==> config.mk <==
export PLATFORM = sky130hd
export DESIGN_NAME = jtag_ir_decoder
export DESIGN_NICKNAME = d
export VERILOG_FILES = /design/src/rtl/jtag_ir_decoder.sv
export SDC_FILE = /design/constraint.sdc
export NUM_CORES = 1
export LEC_CHECK = 0
export BUFFER_PORTS_ARGS = -buffer_cell sky130_fd_sc_hd__buf_2
export CORE_ASPECT_RATIO = 1.1
export CORE_MARGIN = 4
export CORE_UTILIZATION = 25
export CTS_CLUSTER_DIAMETER = 40
export CTS_CLUSTER_SIZE = 40
export DETAILED_ROUTE_END_ITERATION = 10
export PLACE_DENSITY = 0.47
export SETUP_SLACK_MARGIN = 0.15
export SLEW_MARGIN = 20
export SYNTH_ARGS = -nofsm -noshare
export SYNTH_HDL_FRONTEND = slang
export SYNTH_SLANG_ARGS = --single-unit
==> constraint.sdc <==
create_clock -name tck -period 2.3 [get_ports tck]
set_input_delay 0.345 -clock tck [delete_from_list [all_inputs] [get_ports tck]]
set_output_delay 0.345 -clock tck [all_outputs]
set_load 0.05 [all_outputs]
==> src/rtl/jtag_ir_decoder.sv <==
module jtag_ir_decoder #(
  parameter int IR_W = 4,
  parameter logic [IR_W-1:0] OP_DR1 = 4'b0010,
  parameter logic [IR_W-1:0] OP_DR2 = 4'b0011,
  parameter logic [IR_W-1:0] CAP_PAT = 4'b0001
) (
  input  logic tck,
  input  logic trst_n,
  input  logic tms,
  input  logic tdi,
  input  logic dr1_so,
  input  logic dr2_so,
  output logic tdo,
  output logic tdo_oe,
  output logic sel_dr1,
  output logic sel_dr2,
  output logic sel_byp,
  output logic dr_capture,
  output logic dr_shift,
  output logic dr_update
);
  localparam logic [IR_W-1:0] OP_BYP = '1;

  typedef enum logic [3:0] {
    TLR, RTI, SEL_DR, CAP_DR, SH_DR, EX1_DR, PAU_DR, EX2_DR,
    UPD_DR, SEL_IR, CAP_IR, SH_IR, EX1_IR, PAU_IR, EX2_IR, UPD_IR
  } tap_t;

  tap_t state, nxt;
  logic [IR_W-1:0] ir_sr, ir_hold;
  logic byp_q, so_q;

  always_comb begin
    case (state)
      TLR:     nxt = tms ? TLR    : RTI;
      RTI:     nxt = tms ? SEL_DR : RTI;
      SEL_DR:  nxt = tms ? SEL_IR : CAP_DR;
      CAP_DR:  nxt = tms ? EX1_DR : SH_DR;
      SH_DR:   nxt = tms ? EX1_DR : SH_DR;
      EX1_DR:  nxt = tms ? UPD_DR : PAU_DR;
      PAU_DR:  nxt = tms ? EX2_DR : PAU_DR;
      EX2_DR:  nxt = tms ? UPD_DR : SH_DR;
      UPD_DR:  nxt = tms ? SEL_DR : RTI;
      SEL_IR:  nxt = tms ? TLR    : CAP_IR;
      CAP_IR:  nxt = tms ? EX1_IR : SH_IR;
      SH_IR:   nxt = tms ? EX1_IR : SH_IR;
      EX1_IR:  nxt = tms ? UPD_IR : PAU_IR;
      PAU_IR:  nxt = tms ? EX2_IR : PAU_IR;
      EX2_IR:  nxt = tms ? UPD_IR : SH_IR;
      default: nxt = tms ? SEL_DR : RTI;
    endcase
  end

  assign sel_dr1 = (ir_hold == OP_DR1);
  assign sel_dr2 = (ir_hold == OP_DR2);
  assign sel_byp = !sel_dr1 && !sel_dr2;

  assign dr_capture = (nxt == CAP_DR);
  assign dr_shift   = (nxt == SH_DR);
  assign dr_update  = (nxt == UPD_DR);

  always_ff @(posedge tck or negedge trst_n) begin
    if (!trst_n) begin
      state   <= TLR;
      ir_sr   <= CAP_PAT;
      ir_hold <= OP_BYP;
      byp_q   <= 1'b0;
      so_q    <= 1'b0;
    end else begin
      state <= nxt;
      if (nxt == CAP_IR) ir_sr <= CAP_PAT;
      else if (nxt == SH_IR) ir_sr <= {tdi, ir_sr[IR_W-1:1]};
      if (nxt == TLR) ir_hold <= OP_BYP;
      else if (nxt == UPD_IR) ir_hold <= ir_sr;
      if (nxt == CAP_DR) byp_q <= 1'b0;
      else if (nxt == SH_DR) byp_q <= tdi;
      if (nxt == SH_IR) so_q <= ir_sr[0];
      else if (nxt == SH_DR) so_q <= sel_dr1 ? dr1_so : sel_dr2 ? dr2_so : byp_q;
    end
  end

  always_ff @(negedge tck or negedge trst_n) begin
    if (!trst_n) begin
      tdo_oe <= 1'b0;
      tdo    <= 1'b0;
    end else begin
      tdo_oe <= (state == SH_IR) || (state == SH_DR);
      tdo    <= ((state == SH_IR) || (state == SH_DR)) ? so_q : 1'b0;
    end
  end
endmodule

# Yosys cells after proc, flatten, opt, wreduce, memory -nomap -nowiden
# Index checks and enable logic that the tools add are counted.
# totals
ff_bits	16
latchBits	0
ramBits	0
rom_bits	0
inputBits	6
memories	0
# op_classes
addsub	0
multipliers	0
div	0
n_lt_le_gt_ge	0
n_eq_ne	20
n_shift	0
n_mux	24
bitwise_logic	0
reduce_logical	12
# op_table
operator	count
$pmux 4 s11	1
$eq 4x4->1 const B	10
$mux 4	8
$eq 4x2->1 const B	5
$eq 4x3->1 const B	5
$mux 1	10
$logic_not 4->1	2
$reduce_bool 2->1	4
$mux 2	3
$mux 3	2
$reduce_or 2->1	2
$logic_not 1->1	2
$logic_and 1x1->1	1
$logic_or 1x1->1	1

# Longest topological paths before layout
# Gate-level depths: netlist (run 1).
# depth
depth_word	6
depth_mapped	5
ltp_nobuf	4

==> report_table.html, run 1 <==
<table>
<tr><th>Metric</th><th>Value</th></tr>
<tr><th colspan="2">Global routing</th></tr>
<tr><td>Combined global-route utilization of all metal layers</td><td>0.104</td></tr>
<tr><td>Global-route wire length before repair</td><td>3.78 mm</td></tr>
<tr><td>Pin count of the biggest net entering global routing</td><td>18</td></tr>
<tr><td>Number of global-route vias before repair</td><td>749</td></tr>
<tr><td>Number of antenna violations at the first check in global routing</td><td>0</td></tr>
<tr><td>Total congestion overflow after global routing</td><td>0</td></tr>
<tr><th colspan="2">Power and ir drop</th></tr>
<tr><td>Static leakage</td><td>around 0.47 nW</td></tr>
<tr><td>Total power divided by cell area</td><td>1450 nW/um^2</td></tr>
<tr><td>IR Drop Worst-Case VDD</td><td>about 0.29 mV</td></tr>
<tr><td>Clock network fraction of design power</td><td>0.116</td></tr>
<tr><td>Post-route total power</td><td>about 0.0016 W</td></tr>
<tr><td>Internal power contribution</td><td>0.000906 W</td></tr>
<tr><td>Switch Pwr</td><td>0.000723 W</td></tr>
<tr><td>Logic gate share of total power</td><td>0.549</td></tr>
<tr><td>Sequential Power Share</td><td>0.335</td></tr>
<tr><td>Switching share of power</td><td>0.444</td></tr>
<tr><th colspan="2">Critical path</th></tr>
<tr><td>Number of buffer and inverter stages on the critical path</td><td>1</td></tr>
<tr><td>Largest incremental delay on the critical path</td><td>0.41 ns</td></tr>
<tr><td>CP Cell Sequence</td><td>buf_6</td></tr>
<tr><td>Worst R2R Setup Slack</td><td>between 0.1 and 0.15 ns</td></tr>
<tr><td>Worst Setup End Kind</td><td>output pin</td></tr>
<tr><td>Arrival time at the worst endpoint</td><td>2.00 ns</td></tr>
<tr><td>Maximum net fanout on the critical path</td><td>1</td></tr>
<tr><td>Top cell family by delay on the critical path</td><td>flip-flops</td></tr>
<tr><td>Critical path required time</td><td>1.96 ns</td></tr>
<tr><td>Type of the worst setup path</td><td>register to output pin</td></tr>
<tr><td>Startpoint types</td><td>register</td></tr>
<tr><td>Critical path's slowest cell</td><td>sky130_fd_sc_hd__dfrtn_1</td></tr>
<tr><th colspan="2">Placement</th></tr>
<tr><td>HPWL Detailed</td><td>1.54 mm</td></tr>
<tr><td>Area after DPL</td><td>between 1000 and 1500 sq um</td></tr>
<tr><td>Buffers on Ports</td><td>13</td></tr>
<tr><td>Global placement routability congestion</td><td>between 0.7 and 0.8</td></tr>
<tr><td>Placed insts</td><td>156</td></tr>
<tr><th colspan="2">Floorplan</th></tr>
<tr><td>Row Count</td><td>22</td></tr>
<tr><td>Top-level I/O count</td><td>14</td></tr>
<tr><td>Vertical die dimension</td><td>70.5 um</td></tr>
<tr><td>Placeable core area</td><td>between 3000 and 4000 sq um</td></tr>
<tr><td>Die area</td><td>4570 sq um</td></tr>
<tr><td>Die Wd</td><td>64.8 um</td></tr>
<tr><td>Starting density of the core</td><td>0.262</td></tr>
<tr><th colspan="2">Route</th></tr>
<tr><td>Avg WL per Cell</td><td>13.0 um</td></tr>
<tr><td>DRT Pass-1 Iters</td><td>4</td></tr>
<tr><td>DR vias</td><td>774</td></tr>
<tr><td>Total routed wirelength</td><td>2.11 mm</td></tr>
<tr><td>Iteration-0 DRC Markers</td><td>31</td></tr>
<tr><td>Post-detailed-route count of antenna-violating nets</td><td>0</td></tr>
<tr><td>Total DRC errors in the routed layout</td><td>0</td></tr>
<tr><td>Vias per cell</td><td>4.78</td></tr>
<tr><th colspan="2">Layout</th></tr>
<tr><td>Number of antenna diodes</td><td>0</td></tr>
<tr><td>Layout overhead on the synthesized area</td><td>26.2%</td></tr>
<tr><td>Count of fill cells added during filler insertion</td><td>347</td></tr>
<tr><td>Layout cell share with drive strength beyond 1</td><td>0.342</td></tr>
<tr><td>Final std cell area, no fill</td><td>1120 sq um</td></tr>
<tr><td>Post-route non-filler standard cell count</td><td>162</td></tr>
<tr><td>Number of nets at the end of the flow</td><td>around 120</td></tr>
<tr><th colspan="2">Logic synthesis</th></tr>
<tr><td>Mapped cell area</td><td>887 sq um</td></tr>
<tr><td>Synthesized area per cell</td><td>9.15 sq um</td></tr>
<tr><td>Net count after synthesis</td><td>103</td></tr>
<tr><td>Number of enable-type register cells in the synthesized netlist</td><td>0</td></tr>
<tr><td>Ys async rst share</td><td>1.00</td></tr>
<tr><td>Register bit count reported by yosys</td><td>16</td></tr>
<tr><td>Sequential fraction of the synthesis area</td><td>0.458</td></tr>
<tr><td>Proportion of netlist area held by the largest area contributor</td><td>0.254</td></tr>
<tr><td>Synth top cells by count</td><td>13 x sky130_fd_sc_hd__nand2_1, 9 x sky130_fd_sc_hd__dfrtp_1, 7 x sky130_fd_sc_hd__nand3_1, 7 x sky130_fd_sc_hd__nor2_1, 6 x sky130_fd_sc_hd__o21ai_0</td></tr>
<tr><td>Post-Synthesis Cells</td><td>97</td></tr>
<tr><td>Post-synth cell types</td><td>36</td></tr>
<tr><td>Primary flip-flop cell chosen by synthesis mapping</td><td>sky130_fd_sc_hd__dfrtp_1</td></tr>
<tr><td>Most used standard cell by instance count after synthesis</td><td>sky130_fd_sc_hd__nand2_1</td></tr>
<tr><td>Total of warnings raised by yosys</td><td>0</td></tr>
<tr><td>Dominant cell type by area after synthesis</td><td>sky130_fd_sc_hd__dfrtp_1</td></tr>
<tr><td>Top cells by area, synth</td><td>sky130_fd_sc_hd__dfrtp_1 25%, sky130_fd_sc_hd__dfstp_2 15%, sky130_fd_sc_hd__dfrtn_1 5.6%, sky130_fd_sc_hd__nand2_1 5.5%, sky130_fd_sc_hd__nand3_1 3.9%</td></tr>
<tr><th colspan="2">Clock network</th></tr>
<tr><td>Clock Pin Slew Worst Setup and Hold Paths</td><td>0.10 ns</td></tr>
<tr><td>CTS H-Tree Depth</td><td>1</td></tr>
<tr><td>Clock tree from TritonCTS</td><td>built</td></tr>
<tr><td>Clk Latency, worst-skew pair</td><td>between 0.2 and 0.3 ns</td></tr>
<tr><td>Number of sinks on the clock net</td><td>16</td></tr>
<tr><td>Maximum root-to-sink buffer count</td><td>2</td></tr>
<tr><td>Clock buffers created by TritonCTS</td><td>3</td></tr>
<tr><td>CTS Root Cell</td><td>sky130_fd_sc_hd__clkbuf_4</td></tr>
<tr><th colspan="2">STA</th></tr>
<tr><td>Final setup viols</td><td>2</td></tr>
<tr><td>Final hold violation count</td><td>0</td></tr>
<tr><td>Measured slew at the worst slew-check pin</td><td>~0.59 ns</td></tr>
<tr><td>Worst Skew</td><td>between 0.004 and 0.005 ns</td></tr>
<tr><td>Worst slew margin relative to its limit</td><td>0.605</td></tr>
<tr><td>Fin. max-slew vios</td><td>0</td></tr>
<tr><td>Setup repair after global routing missed its margin</td><td>true</td></tr>
<tr><td>Final Worst Setup Slack</td><td>-0.0417 ns</td></tr>
<tr><th colspan="2">Run status</th></tr>
<tr><td>Failing checks</td><td>setup timing</td></tr>
<tr><td>Status</td><td>complete, but fails checks</td></tr>
<tr><th colspan="2">Flow run</th></tr>
<tr><td>Max Cap Violations</td><td>0</td></tr>
<tr><th colspan="2">Hold path</th></tr>
<tr><td>Hold crit path type</td><td>input port to register</td></tr>
</table>
-- layout make-up --
cell class / instances / area [sq um] / share of cell area
inverter: 3 / 11.3 / 0.0101
clock buffer: 4 / 36.3 / 0.0324
timing repair buffer: 19 / 131 / 0.117
tap: 48 / 60.1 / 0.0536
multi-input combinational: 72 / 474 / 0.423
sequential: 16 / 407 / 0.363
-- worst paths after layout --
| kind | from | endpoint | cells past startpoint |
|---|---|---|---|
| worst max-delay path | tdo_oe$_DFF_NN0_ | tdo_oe | 1 |
| worst min-delay path | tdi | ir_sr[3]$_DFFE_PN0P_ | 2 |
| worst max register to register | state[3]$_DFF_PN0_ | tdo$_DFF_NN0_ | 3 |
| worst min register to register | ir_sr[0]$_DFFE_PN1P_ | ir_hold[0]$_DFFE_PN1P_ | 2 |
| max in group asynchronous | trst_n | tdo$_DFF_NN0_ | 2 |
| min in group asynchronous | trst_n | byp_q$_DFFE_PN0P_ | 2 |
-- registers in the layout, summed over array words and instances (netlist names) --
| register | count |
|---|---|
| ir_hold | 4 |
| ir_sr | 4 |
| state | 4 |
| byp_q | 1 |
| so_q | 1 |
| tdo | 1 |
| tdo_oe | 1 |
-- stage by stage --
stage	setup slack [ns]	TNS, ns	hold WS [ns]	util
3_3_place_gp	0.163	0	0.280	0.303
3_5_place_dp	0.135	0	0.285	0.303
4_1_cts	-0.0527	-0.105	0.318	0.321
2_1_floorplan	0.0908	0	0.0494	-
6_report	-0.0417	-0.0823	0.325	0.331
5_1_grt	-0.0808	-0.149	0.320	0.331
-- cells in the final DEF, fill, tap and decap left out, drive strengths merged, types with 2 or more instances in the layout --
cell	synthesis	routed
mux2i	2	2
nand2b	2	2
dfrtp	9	9
dfrtn	2	2
or2	2	2
a22o	3	3
a21boi	2	2
and2	3	3
inv	3	3
o21ai	6	6
nor2	7	7
o211ai	2	2
or3b	2	2
dfstp	5	5
nor3	3	3
nand3	7	7
clkbuf	1	4
buf	5	18
a21oi	5	5
nand2	13	13
-- power groups by stage --
stage	Combinational [W]	Clock, W	Sequential (W)
final	0.000894	0.000190	0.000545
after global routing	0.000981	0.000210	0.000567
after CTS	0.000849	0.000198	0.000535
after detailed placement	0.000825	0	0.000537
after global placement	0.000816	0	0.000535
after floorplan	0.000621	0	0.000563
-- cells by family after synthesis --
family                 count (synthesis)  share of synthesized area
XOR/XNOR                               1                    0.00987
AO/OA/AOI/OAI                         26                      0.212
multiplexers                           2                     0.0226
buffers and inverters                  9                     0.0522
flip-flops                            16                      0.458
AND/OR/NAND/NOR                       43                      0.245
-- per-layer routing --
layer / vias up / wire [um] / global-route usage
li1: 380 / - / -
met1: 385 / 1020 / 0.143
met2: 7 / 1020 / 0.157
met3: 2 / 49 / 0.0257
met4: 0 / 20 / 0.0352
met5: - / 0 / 0
-- repair_timing --
item	in CTS	in global routing
buffers inserted	0	1
pin swaps	1	1
cloned	0	0
hold buffers	1	0
gates resized for setup	5	6
endpoints found under the setup margin	4	6
hold endpoints to repair	9	0
No activity file was read; power rests on OpenSTA's default activity.
==> inputs of run 2 (changes only) <==
==> constraint.sdc (replaced) <==
create_clock -name tck -period 2.3 [get_ports tck]
set_input_delay 0.23 -clock tck [delete_from_list [all_inputs] [get_ports tck]]
set_output_delay 0.23 -clock tck [all_outputs]
set_load 0.05 [all_outputs]
==> run 2 against run 1 <==
Net effect:
- clock-buffer cell count unchanged
- clock power fell by 3%
- the run now ends clean
- utilization rose by 0.26 points
- hold slack got worse by 0.11 ns
- power rose by 0.76%
==> report_table.html, run 2 (synthesis gave the netlist of run 1 again) <==
<table>
<tr><th>Metric</th><th>Value</th></tr>
<tr><th colspan="2">Run status</th></tr>
<tr><td>Status</td><td>finished, final reports clean (was complete, but fails checks)</td></tr>
<tr><th colspan="2">Clock network</th></tr>
<tr><td>Clk Latency, worst-skew pair</td><td>0.28 ns (was 0.29 ns)</td></tr>
<tr><td>CTS Root Cell</td><td>sky130_fd_sc_hd__clkbuf_4 (unchanged)</td></tr>
<tr><td>CTS H-Tree Depth</td><td>1 (unchanged)</td></tr>
<tr><td>Clock Pin Slew Worst Setup and Hold Paths</td><td>0.09 ns (was 0.10 ns)</td></tr>
<tr><td>Number of sinks on the clock net</td><td>16 (unchanged)</td></tr>
<tr><td>Clock buffers created by TritonCTS</td><td>3 (unchanged)</td></tr>
<tr><td>Clock tree from TritonCTS</td><td>built (unchanged)</td></tr>
<tr><td>Maximum root-to-sink buffer count</td><td>2 (unchanged)</td></tr>
<tr><th colspan="2">Power and ir drop</th></tr>
<tr><td>Switch Pwr</td><td>0.000716 W (was 0.000723 W)</td></tr>
<tr><td>Logic gate share of total power</td><td>0.558 (was 0.549)</td></tr>
<tr><td>Sequential Power Share</td><td>0.329 (was 0.335)</td></tr>
<tr><td>Total power divided by cell area</td><td>1450 nW/um^2 (about the same)</td></tr>
<tr><td>Clock network fraction of design power</td><td>0.113 (was 0.116)</td></tr>
<tr><td>Internal power contribution</td><td>0.000925 W (was 0.000906 W)</td></tr>
<tr><td>Switching share of power</td><td>0.436 (was 0.444)</td></tr>
<tr><td>Static leakage</td><td>0.481 nW (was 0.467 nW)</td></tr>
<tr><td>IR Drop Worst-Case VDD</td><td>0.311 mV (was 0.291 mV)</td></tr>
<tr><th colspan="2">Global routing</th></tr>
<tr><td>Global-route wire length before repair</td><td>3.73 mm (was 3.78 mm)</td></tr>
<tr><td>Combined global-route utilization of all metal layers</td><td>0.102 (was 0.104)</td></tr>
<tr><td>Number of global-route vias before repair</td><td>795 (was 749)</td></tr>
<tr><td>Pin count of the biggest net entering global routing</td><td>18 (unchanged)</td></tr>
<tr><td>Total congestion overflow after global routing</td><td>0 (unchanged)</td></tr>
<tr><td>Number of antenna violations at the first check in global routing</td><td>0 (unchanged)</td></tr>
<tr><th colspan="2">Critical path</th></tr>
<tr><td>Type of the worst setup path</td><td>register to output pin (unchanged)</td></tr>
<tr><td>Arrival time at the worst endpoint</td><td>2.00 ns (about the same)</td></tr>
<tr><td>Top cell family by delay on the critical path</td><td>flip-flops (unchanged)</td></tr>
<tr><td>Worst Setup End Kind</td><td>output pin (unchanged)</td></tr>
<tr><td>Cells on worst reg2reg path</td><td>3 (unchanged)</td></tr>
<tr><td>Startpoint types</td><td>register (unchanged)</td></tr>
<tr><td>Largest incremental delay on the critical path</td><td>0.41 ns (about the same)</td></tr>
<tr><td>Crit path depth</td><td>1 (unchanged)</td></tr>
<tr><td>Critical path required time</td><td>2.07 ns (was 1.96 ns)</td></tr>
<tr><td>CP Cell Sequence</td><td>buf_6 (unchanged)</td></tr>
<tr><td>Critical path's slowest cell</td><td>sky130_fd_sc_hd__dfrtn_1 (unchanged)</td></tr>
<tr><td>Maximum net fanout on the critical path</td><td>1 (unchanged)</td></tr>
<tr><td>Number of buffer and inverter stages on the critical path</td><td>1 (unchanged)</td></tr>
<tr><th colspan="2">Layout</th></tr>
<tr><td>Number of nets at the end of the flow</td><td>124 (was 121)</td></tr>
<tr><td>Number of antenna diodes</td><td>0 (unchanged)</td></tr>
<tr><td>Utilization of the core after routing</td><td>0.333 (was 0.331)</td></tr>
<tr><td>Layout cell share with drive strength beyond 1</td><td>0.333 (was 0.342)</td></tr>
<tr><td>Final std cell area, no fill</td><td>1130 sq um (was 1120 sq um)</td></tr>
<tr><td>Area occupied by registers</td><td>407 sq um (unchanged)</td></tr>
<tr><td>Multi-input gate area</td><td>467 sq um (was 474 sq um)</td></tr>
<tr><td>Count of fill cells added during filler insertion</td><td>364 (was 347)</td></tr>
<tr><td>Post-route non-filler standard cell count</td><td>165 (was 162)</td></tr>
<tr><td>Most used cells in the layout excluding fill and tap cells</td><td>11 x sky130_fd_sc_hd__nand2_1, 11 x sky130_fd_sc_hd__buf_2, 9 x sky130_fd_sc_hd__dfrtp_1 (was 11 x sky130_fd_sc_hd__nand2_1, 10 x sky130_fd_sc_hd__buf_2, 9 x sky130_fd_sc_hd__dfrtp_1)</td></tr>
<tr><td>Largest regs</td><td>ir_hold: 4 flops, ir_sr: 4 flops, state: 4 flops (unchanged)</td></tr>
<tr><td>Layout overhead on the synthesized area</td><td>27.2% (was 26.2%)</td></tr>
<tr><th colspan="2">Floorplan</th></tr>
<tr><td>Placeable core area</td><td>3390 sq um (unchanged)</td></tr>
<tr><td>Starting density of the core</td><td>0.262 (unchanged)</td></tr>
<tr><td>Die area</td><td>4570 sq um (unchanged)</td></tr>
<tr><td>Row Count</td><td>22 (unchanged)</td></tr>
<tr><td>Vertical die dimension</td><td>70.5 um (unchanged)</td></tr>
<tr><td>Die Wd</td><td>64.8 um (unchanged)</td></tr>
<tr><td>Top-level I/O count</td><td>14 (unchanged)</td></tr>
<tr><th colspan="2">STA</th></tr>
<tr><td>Worst Skew</td><td>0.00380 ns (was 0.00403 ns)</td></tr>
<tr><td>Sum of negative setup slack</td><td>0 ns (was -0.0823 ns)</td></tr>
<tr><td>Setup repair after global routing missed its margin</td><td>true (unchanged)</td></tr>
<tr><td>Fin. max-slew vios</td><td>0 (unchanged)</td></tr>
<tr><td>Worst slew margin relative to its limit</td><td>0.594 (was 0.605)</td></tr>
<tr><td>Final setup viols</td><td>0 (was 2)</td></tr>
<tr><td>Measured slew at the worst slew-check pin</td><td>0.604 ns (was 0.588 ns)</td></tr>
<tr><td>Final hold violation count</td><td>0 (unchanged)</td></tr>
<tr><th colspan="2">Route</th></tr>
<tr><td>DR vias</td><td>777 (was 774)</td></tr>
<tr><td>Total routed wirelength</td><td>2.13 mm (was 2.11 mm)</td></tr>
<tr><td>Avg WL per Cell</td><td>12.9 um (was 13.0 um)</td></tr>
<tr><td>Iteration-0 DRC Markers</td><td>30 (was 31)</td></tr>
<tr><td>Post-detailed-route count of antenna-violating nets</td><td>0 (unchanged)</td></tr>
<tr><td>DRT Pass-1 Iters</td><td>4 (unchanged)</td></tr>
<tr><td>Total DRC errors in the routed layout</td><td>0 (unchanged)</td></tr>
<tr><td>Vias per cell</td><td>4.71 (was 4.78)</td></tr>
<tr><th colspan="2">Placement</th></tr>
<tr><td>HPWL Detailed</td><td>1.53 mm (was 1.54 mm)</td></tr>
<tr><td>Global placement routability congestion</td><td>0.736 (was 0.723)</td></tr>
<tr><td>Placed insts</td><td>157 (was 156)</td></tr>
<tr><td>Buffers on Ports</td><td>13 (unchanged)</td></tr>
<tr><td>Area after DPL</td><td>1030 sq um (about the same)</td></tr>
<tr><th colspan="2">Flow run</th></tr>
<tr><td>Max Cap Violations</td><td>0 (unchanged)</td></tr>
<tr><th colspan="2">Hold path</th></tr>
<tr><td>Instance count along the most critical hold path</td><td>2 (unchanged)</td></tr>
<tr><td>Hold crit path type</td><td>input port to register (unchanged)</td></tr>
</table>
## run 2: changes by cell type in the layout (fill, tap and decap cells not counted)
cell,previous run,this run
sky130_fd_sc_hd__buf_4,5,8
sky130_fd_sc_hd__nor3b_1,0,1
sky130_fd_sc_hd__inv_2,1,0
sky130_fd_sc_hd__buf_6,3,2
sky130_fd_sc_hd__buf_2,10,11
sky130_fd_sc_hd__inv_1,2,3
sky130_fd_sc_hd__nor2_2,1,0
sky130_fd_sc_hd__nor3b_2,1,0
sky130_fd_sc_hd__nor2_1,6,7
## run 2: through the flow
stage          hold slack (ns)  setup WS, ns  total power [W]
2_1_floorplan          -0.0656        0.0908          0.00118
3_3_place_gp             0.171         0.159          0.00136
3_5_place_dp             0.169         0.139          0.00136
4_1_cts                  0.211        0.0595          0.00158
5_1_grt                  0.208        0.0391          0.00178
6_report                 0.216        0.0697          0.00164
## run 2: layout make-up
| type | count | share of cell area |
|---|---|---|
| multi-input combinational | 72 | 0.414 |
| clock buffer | 4 | 0.0322 |
| sequential | 16 | 0.360 |
| timing repair buffer | 22 | 0.131 |
| tap | 48 | 0.0532 |
| inverter | 3 | 0.00998 |
## run 2: layer usage
metal,part of all wire,global-route usage
met1,0.46,0.130
met2,0.50,0.167
met3,0.034,0.0273
met4,0.0094,0.0282
met5,0,0
## run 2: timing repair
item	in CTS	in global routing
gates resized for setup	4	3
hold endpoints to repair	9	0
setup endpoints to repair	3	3
gates cloned	0	0
buffers inserted	0	3
hold buffers	1	0
pin swaps	1	3
## run 2: path summary, 6_finish.rpt
| path | start | end | slack [ns] |
|---|---|---|---|
| max reg2reg | state[0]$_DFF_PN0_ | tdo$_DFF_NN0_ | 0.10 |
| min in group asynchronous | trst_n | state[2]$_DFF_PN0_ | 0.39 |
| min reg2reg | ir_sr[0]$_DFFE_PN1P_ | ir_hold[0]$_DFFE_PN1P_ | 0.51 |
| max | tdo$_DFF_NN0_ | tdo | 0.07 |
| min | tdi | ir_sr[3]$_DFFE_PN0P_ | 0.22 |
| max in group asynchronous | trst_n | tdo$_DFF_NN0_ | 0.57 |
## run 2: worst register-to-register path: cells and delay by family, from the launching register on
family             cells  cell delay, ns
and+or+nand+nor        2            0.42
AOI/OAI and AO/OA      1            0.27
DFF                    1            0.41
## run 2: power by group through the flow
stage | Sequential [W] | Combinational (W) | Clock (W)
after floorplan | 0.000561 | 0.000620 | 0
after global placement | 0.000536 | 0.000822 | 0
after detailed placement | 0.000536 | 0.000828 | 0
after CTS | 0.000535 | 0.000848 | 0.000194
after global routing | 0.000557 | 0.00101 | 0.000209
final | 0.000540 | 0.000916 | 0.000185
==> inputs of run 3 (changes only) <==
clock period = 2.6 ns   (was 2.3 ns; I/O delays follow)
==> run 3 against run 2 <==
Net effect:
- register-to-register slack better by 0.12 ns
- cell area is 4.3% lower
- setup slack better by 0.12 ns
- hold slack better by 0.011 ns
- power is 16% lower
- clock power is 9.7% lower
- clock-buffer cell count stayed put
- critical path depth stayed put
- critical path type unchanged
- highest routed layer unchanged
==> report_table.html, run 3 (synthesis gave the netlist of run 1 again) <==
<table>
<tr><th>Metric</th><th>Value</th></tr>
<tr><th colspan="2">Run status</th></tr>
<tr><td>Status</td><td>finished, final reports clean (unchanged)</td></tr>
<tr><th colspan="2">Critical path</th></tr>
<tr><td>Worst R2R Setup Slack</td><td>0.22 ns (was 0.10 ns)</td></tr>
<tr><td>Critical path origin</td><td>tdo_oe$_DFF_NN0_ (was tdo$_DFF_NN0_)</td></tr>
<tr><td>Worst Setup End Kind</td><td>output pin (unchanged)</td></tr>
<tr><td>Largest incremental delay on the critical path</td><td>0.41 ns (about the same)</td></tr>
<tr><td>Type of the worst setup path</td><td>register to output pin (unchanged)</td></tr>
<tr><td>Number of buffer and inverter stages on the critical path</td><td>1 (unchanged)</td></tr>
<tr><td>Top cell family by delay on the critical path</td><td>flip-flops (unchanged)</td></tr>
<tr><td>CP Cell Sequence</td><td>buf_6 (unchanged)</td></tr>
<tr><td>Worst Setup EP</td><td>tdo_oe (was tdo)</td></tr>
<tr><td>Maximum net fanout on the critical path</td><td>1 (unchanged)</td></tr>
<tr><td>Worst reg2reg endpoint</td><td>tdo$_DFF_NN0_ (unchanged)</td></tr>
<tr><td>Critical path required time</td><td>2.34 ns (was 2.07 ns)</td></tr>
<tr><td>Startpoint types</td><td>register (unchanged)</td></tr>
<tr><td>Startpoint of the worst-slack reg-to-reg timing path</td><td>state[3]$_DFF_PN0_ (was state[0]$_DFF_PN0_)</td></tr>
<tr><td>Critical path's slowest cell</td><td>sky130_fd_sc_hd__dfrtn_1 (unchanged)</td></tr>
<tr><td>Crit path depth</td><td>1 (unchanged)</td></tr>
<tr><td>Arrival time at the worst endpoint</td><td>2.15 ns (was 2.00 ns)</td></tr>
<tr><td>Cells on worst reg2reg path</td><td>3 (unchanged)</td></tr>
<tr><th colspan="2">Floorplan</th></tr>
<tr><td>Placeable core area</td><td>3390 sq um (unchanged)</td></tr>
<tr><td>Starting density of the core</td><td>0.262 (unchanged)</td></tr>
<tr><td>Top-level I/O count</td><td>14 (unchanged)</td></tr>
<tr><td>Die Wd</td><td>64.8 um (unchanged)</td></tr>
<tr><td>Vertical die dimension</td><td>70.5 um (unchanged)</td></tr>
<tr><td>Die area</td><td>4570 sq um (unchanged)</td></tr>
<tr><td>Row Count</td><td>22 (unchanged)</td></tr>
<tr><th colspan="2">Clock network</th></tr>
<tr><td>CTS H-Tree Depth</td><td>1 (unchanged)</td></tr>
<tr><td>CTS Root Cell</td><td>sky130_fd_sc_hd__clkbuf_4 (unchanged)</td></tr>
<tr><td>Clock buffers created by TritonCTS</td><td>3 (unchanged)</td></tr>
<tr><td>Clk Latency, worst-skew pair</td><td>0.29 ns (was 0.28 ns)</td></tr>
<tr><td>Clock Pin Slew Worst Setup and Hold Paths</td><td>0.10 ns (was 0.09 ns)</td></tr>
<tr><td>Clock tree from TritonCTS</td><td>built (unchanged)</td></tr>
<tr><td>Number of sinks on the clock net</td><td>16 (unchanged)</td></tr>
<tr><td>Maximum root-to-sink buffer count</td><td>2 (unchanged)</td></tr>
<tr><th colspan="2">STA</th></tr>
<tr><td>Worst slew margin relative to its limit</td><td>0.624 (was 0.594)</td></tr>
<tr><td>Sum of negative setup slack</td><td>0 ns (unchanged)</td></tr>
<tr><td>Setup repair after global routing missed its margin</td><td>false (was true)</td></tr>
<tr><td>Final hold violation count</td><td>0 (unchanged)</td></tr>
<tr><td>Fin. max-slew vios</td><td>0 (unchanged)</td></tr>
<tr><td>Final setup viols</td><td>0 (unchanged)</td></tr>
<tr><td>Measured slew at the worst slew-check pin</td><td>0.559 ns (was 0.604 ns)</td></tr>
<tr><td>Worst Skew</td><td>0.00421 ns (was 0.00380 ns)</td></tr>
<tr><th colspan="2">Power and ir drop</th></tr>
<tr><td>Total power divided by cell area</td><td>1270 nW/um^2 (was 1450 nW/um^2)</td></tr>
<tr><td>Switching share of power</td><td>0.443 (was 0.436)</td></tr>
<tr><td>Logic gate share of total power</td><td>0.535 (was 0.558)</td></tr>
<tr><td>Static leakage</td><td>0.459 nW (was 0.481 nW)</td></tr>
<tr><td>Sequential Power Share</td><td>0.343 (was 0.329)</td></tr>
<tr><td>Switch Pwr</td><td>0.000608 W (was 0.000716 W)</td></tr>
<tr><td>IR Drop Worst-Case VDD</td><td>0.342 mV (was 0.311 mV)</td></tr>
<tr><td>Clock network fraction of design power</td><td>0.122 (was 0.113)</td></tr>
<tr><td>Internal power contribution</td><td>0.000765 W (was 0.000925 W)</td></tr>
<tr><th colspan="2">Layout</th></tr>
<tr><td>Number of antenna diodes</td><td>0 (unchanged)</td></tr>
<tr><td>Layout cell share with drive strength beyond 1</td><td>0.292 (was 0.333)</td></tr>
<tr><td>Largest regs</td><td>ir_hold: 4 flops, ir_sr: 4 flops, state: 4 flops (unchanged)</td></tr>
<tr><td>Area occupied by registers</td><td>407 sq um (unchanged)</td></tr>
<tr><td>Multi-input gate area</td><td>448 sq um (was 467 sq um)</td></tr>
<tr><td>Layout overhead on the synthesized area</td><td>21.7% (was 27.2%)</td></tr>
<tr><td>Utilization of the core after routing</td><td>0.319 (was 0.333)</td></tr>
<tr><td>Number of nets at the end of the flow</td><td>120 (was 124)</td></tr>
<tr><td>Most used cells in the layout excluding fill and tap cells</td><td>13 x sky130_fd_sc_hd__nand2_1, 11 x sky130_fd_sc_hd__buf_2, 9 x sky130_fd_sc_hd__dfrtp_1 (was 11 x sky130_fd_sc_hd__nand2_1, 11 x sky130_fd_sc_hd__buf_2, 9 x sky130_fd_sc_hd__dfrtp_1)</td></tr>
<tr><td>Count of fill cells added during filler insertion</td><td>359 (was 364)</td></tr>
<tr><td>Most common cell after layout, fill and taps aside</td><td>sky130_fd_sc_hd__nand2_1</td></tr>
<tr><th colspan="2">Route</th></tr>
<tr><td>Total DRC errors in the routed layout</td><td>0 (unchanged)</td></tr>
<tr><td>DRT Pass-1 Iters</td><td>4 (unchanged)</td></tr>
<tr><td>Total routed wirelength</td><td>1.99 mm (was 2.13 mm)</td></tr>
<tr><td>Avg WL per Cell</td><td>12.4 um (was 12.9 um)</td></tr>
<tr><td>Post-detailed-route count of antenna-violating nets</td><td>0 (unchanged)</td></tr>
<tr><td>Iteration-0 DRC Markers</td><td>45 (was 30)</td></tr>
<tr><td>Vias per cell</td><td>4.66 (was 4.71)</td></tr>
<tr><td>DR vias</td><td>751 (was 777)</td></tr>
<tr><th colspan="2">Placement</th></tr>
<tr><td>Buffers on Ports</td><td>13 (unchanged)</td></tr>
<tr><td>Global placement routability congestion</td><td>0.809 (was 0.736)</td></tr>
<tr><td>HPWL Detailed</td><td>1.44 mm (was 1.53 mm)</td></tr>
<tr><th colspan="2">Hold path</th></tr>
<tr><td>Instance count along the most critical hold path</td><td>2 (unchanged)</td></tr>
<tr><td>Hold crit path type</td><td>input port to register (unchanged)</td></tr>
<tr><th colspan="2">Global routing</th></tr>
<tr><td>Global-route wire length before repair</td><td>3.57 mm (was 3.73 mm)</td></tr>
<tr><td>Number of global-route vias before repair</td><td>771 (was 795)</td></tr>
<tr><td>Total congestion overflow after global routing</td><td>0 (unchanged)</td></tr>
<tr><td>Pin count of the biggest net entering global routing</td><td>19 (was 18)</td></tr>
<tr><td>Combined global-route utilization of all metal layers</td><td>0.0961 (was 0.102)</td></tr>
<tr><td>Number of antenna violations at the first check in global routing</td><td>0 (unchanged)</td></tr>
<tr><th colspan="2">Flow run</th></tr>
<tr><td>Max Cap Violations</td><td>0 (unchanged)</td></tr>
</table>
==> run 3: cell count changes in the layout (fill, tap and decap cells not counted), sizes merged <==
| cell | before | now |
|---|---|---|
| buf | 21 | 17 |
==> run 3: area by class of cell <==
class,instances,area share
Multi-Input combinational cell,72,0.415
Sequential cell,16,0.377
Timing Repair Buffer,18,0.109
Tap cell,48,0.0556
Clock buffer,4,0.0336
Inverter,3,0.0104
==> run 3: power by group through the flow <==
stage | sequential (W) | combinational (W) | clock [W]
after global routing | 0.000484 | 0.000814 | 0.000185
after CTS | 0.000468 | 0.000726 | 0.000172
after floorplan | 0.000496 | 0.000538 | 0
after global placement | 0.000471 | 0.000717 | 0
final | 0.000472 | 0.000734 | 0.000167
after detailed placement | 0.000471 | 0.000715 | 0
==> run 3: routing by layer <==
layer,part of all wire,vias to the layer above,GRT usage
met4,0.0075,0,0.0352
met5,0,-,0
met1,0.54,353,0.143
met2,0.41,15,0.132
met3,0.041,2,0.0241
li1,-,381,-
==> run 3: worst reg2reg max path: cells and delay by family, from the launching register on <==
kind,cells,cell delay (ns)
flops,1,0.42
compound gates,1,0.22
simple gates,2,0.49
==> run 3: worst min path at each step <==
stage | from | to | slack, ns
floorplan | trst_n | byp_q$_DFFE_PN0P_ | -0.04
global placement | trst_n | so_q$_DFFE_PN0P_ | 0.19
detailed placement | trst_n | so_q$_DFFE_PN0P_ | 0.20
CTS | tdi | ir_sr[3]$_DFFE_PN0P_ | 0.22
global route | tdi | ir_sr[3]$_DFFE_PN0P_ | 0.22
finish | tdi | ir_sr[3]$_DFFE_PN0P_ | 0.23
==> run 3: per-stage QoR <==
stage | hold slack, ns | worst slack (ns) | std cells | total power, W | area [sq um]
finish | 0.227 | 0.189 | 161 | 0.00137 | 1080
global route | 0.217 | 0.162 | 161 | 0.00148 | 1080
CTS | 0.222 | 0.163 | 161 | 0.00137 | 1070
detailed placement | 0.198 | 0.231 | 156 | 0.00119 | 1020
global placement | 0.190 | 0.260 | 156 | 0.00119 | 1020
floorplan | -0.0356 | 0.164 | 97 | 0.00103 | 901
==> run 3: repair_timing <==
item	in CTS	in global routing
resized for setup	2	2
setup buffers	0	0
hold endpoints to repair	9	0
endpoints found under the setup margin	2	2
hold buffers	1	0
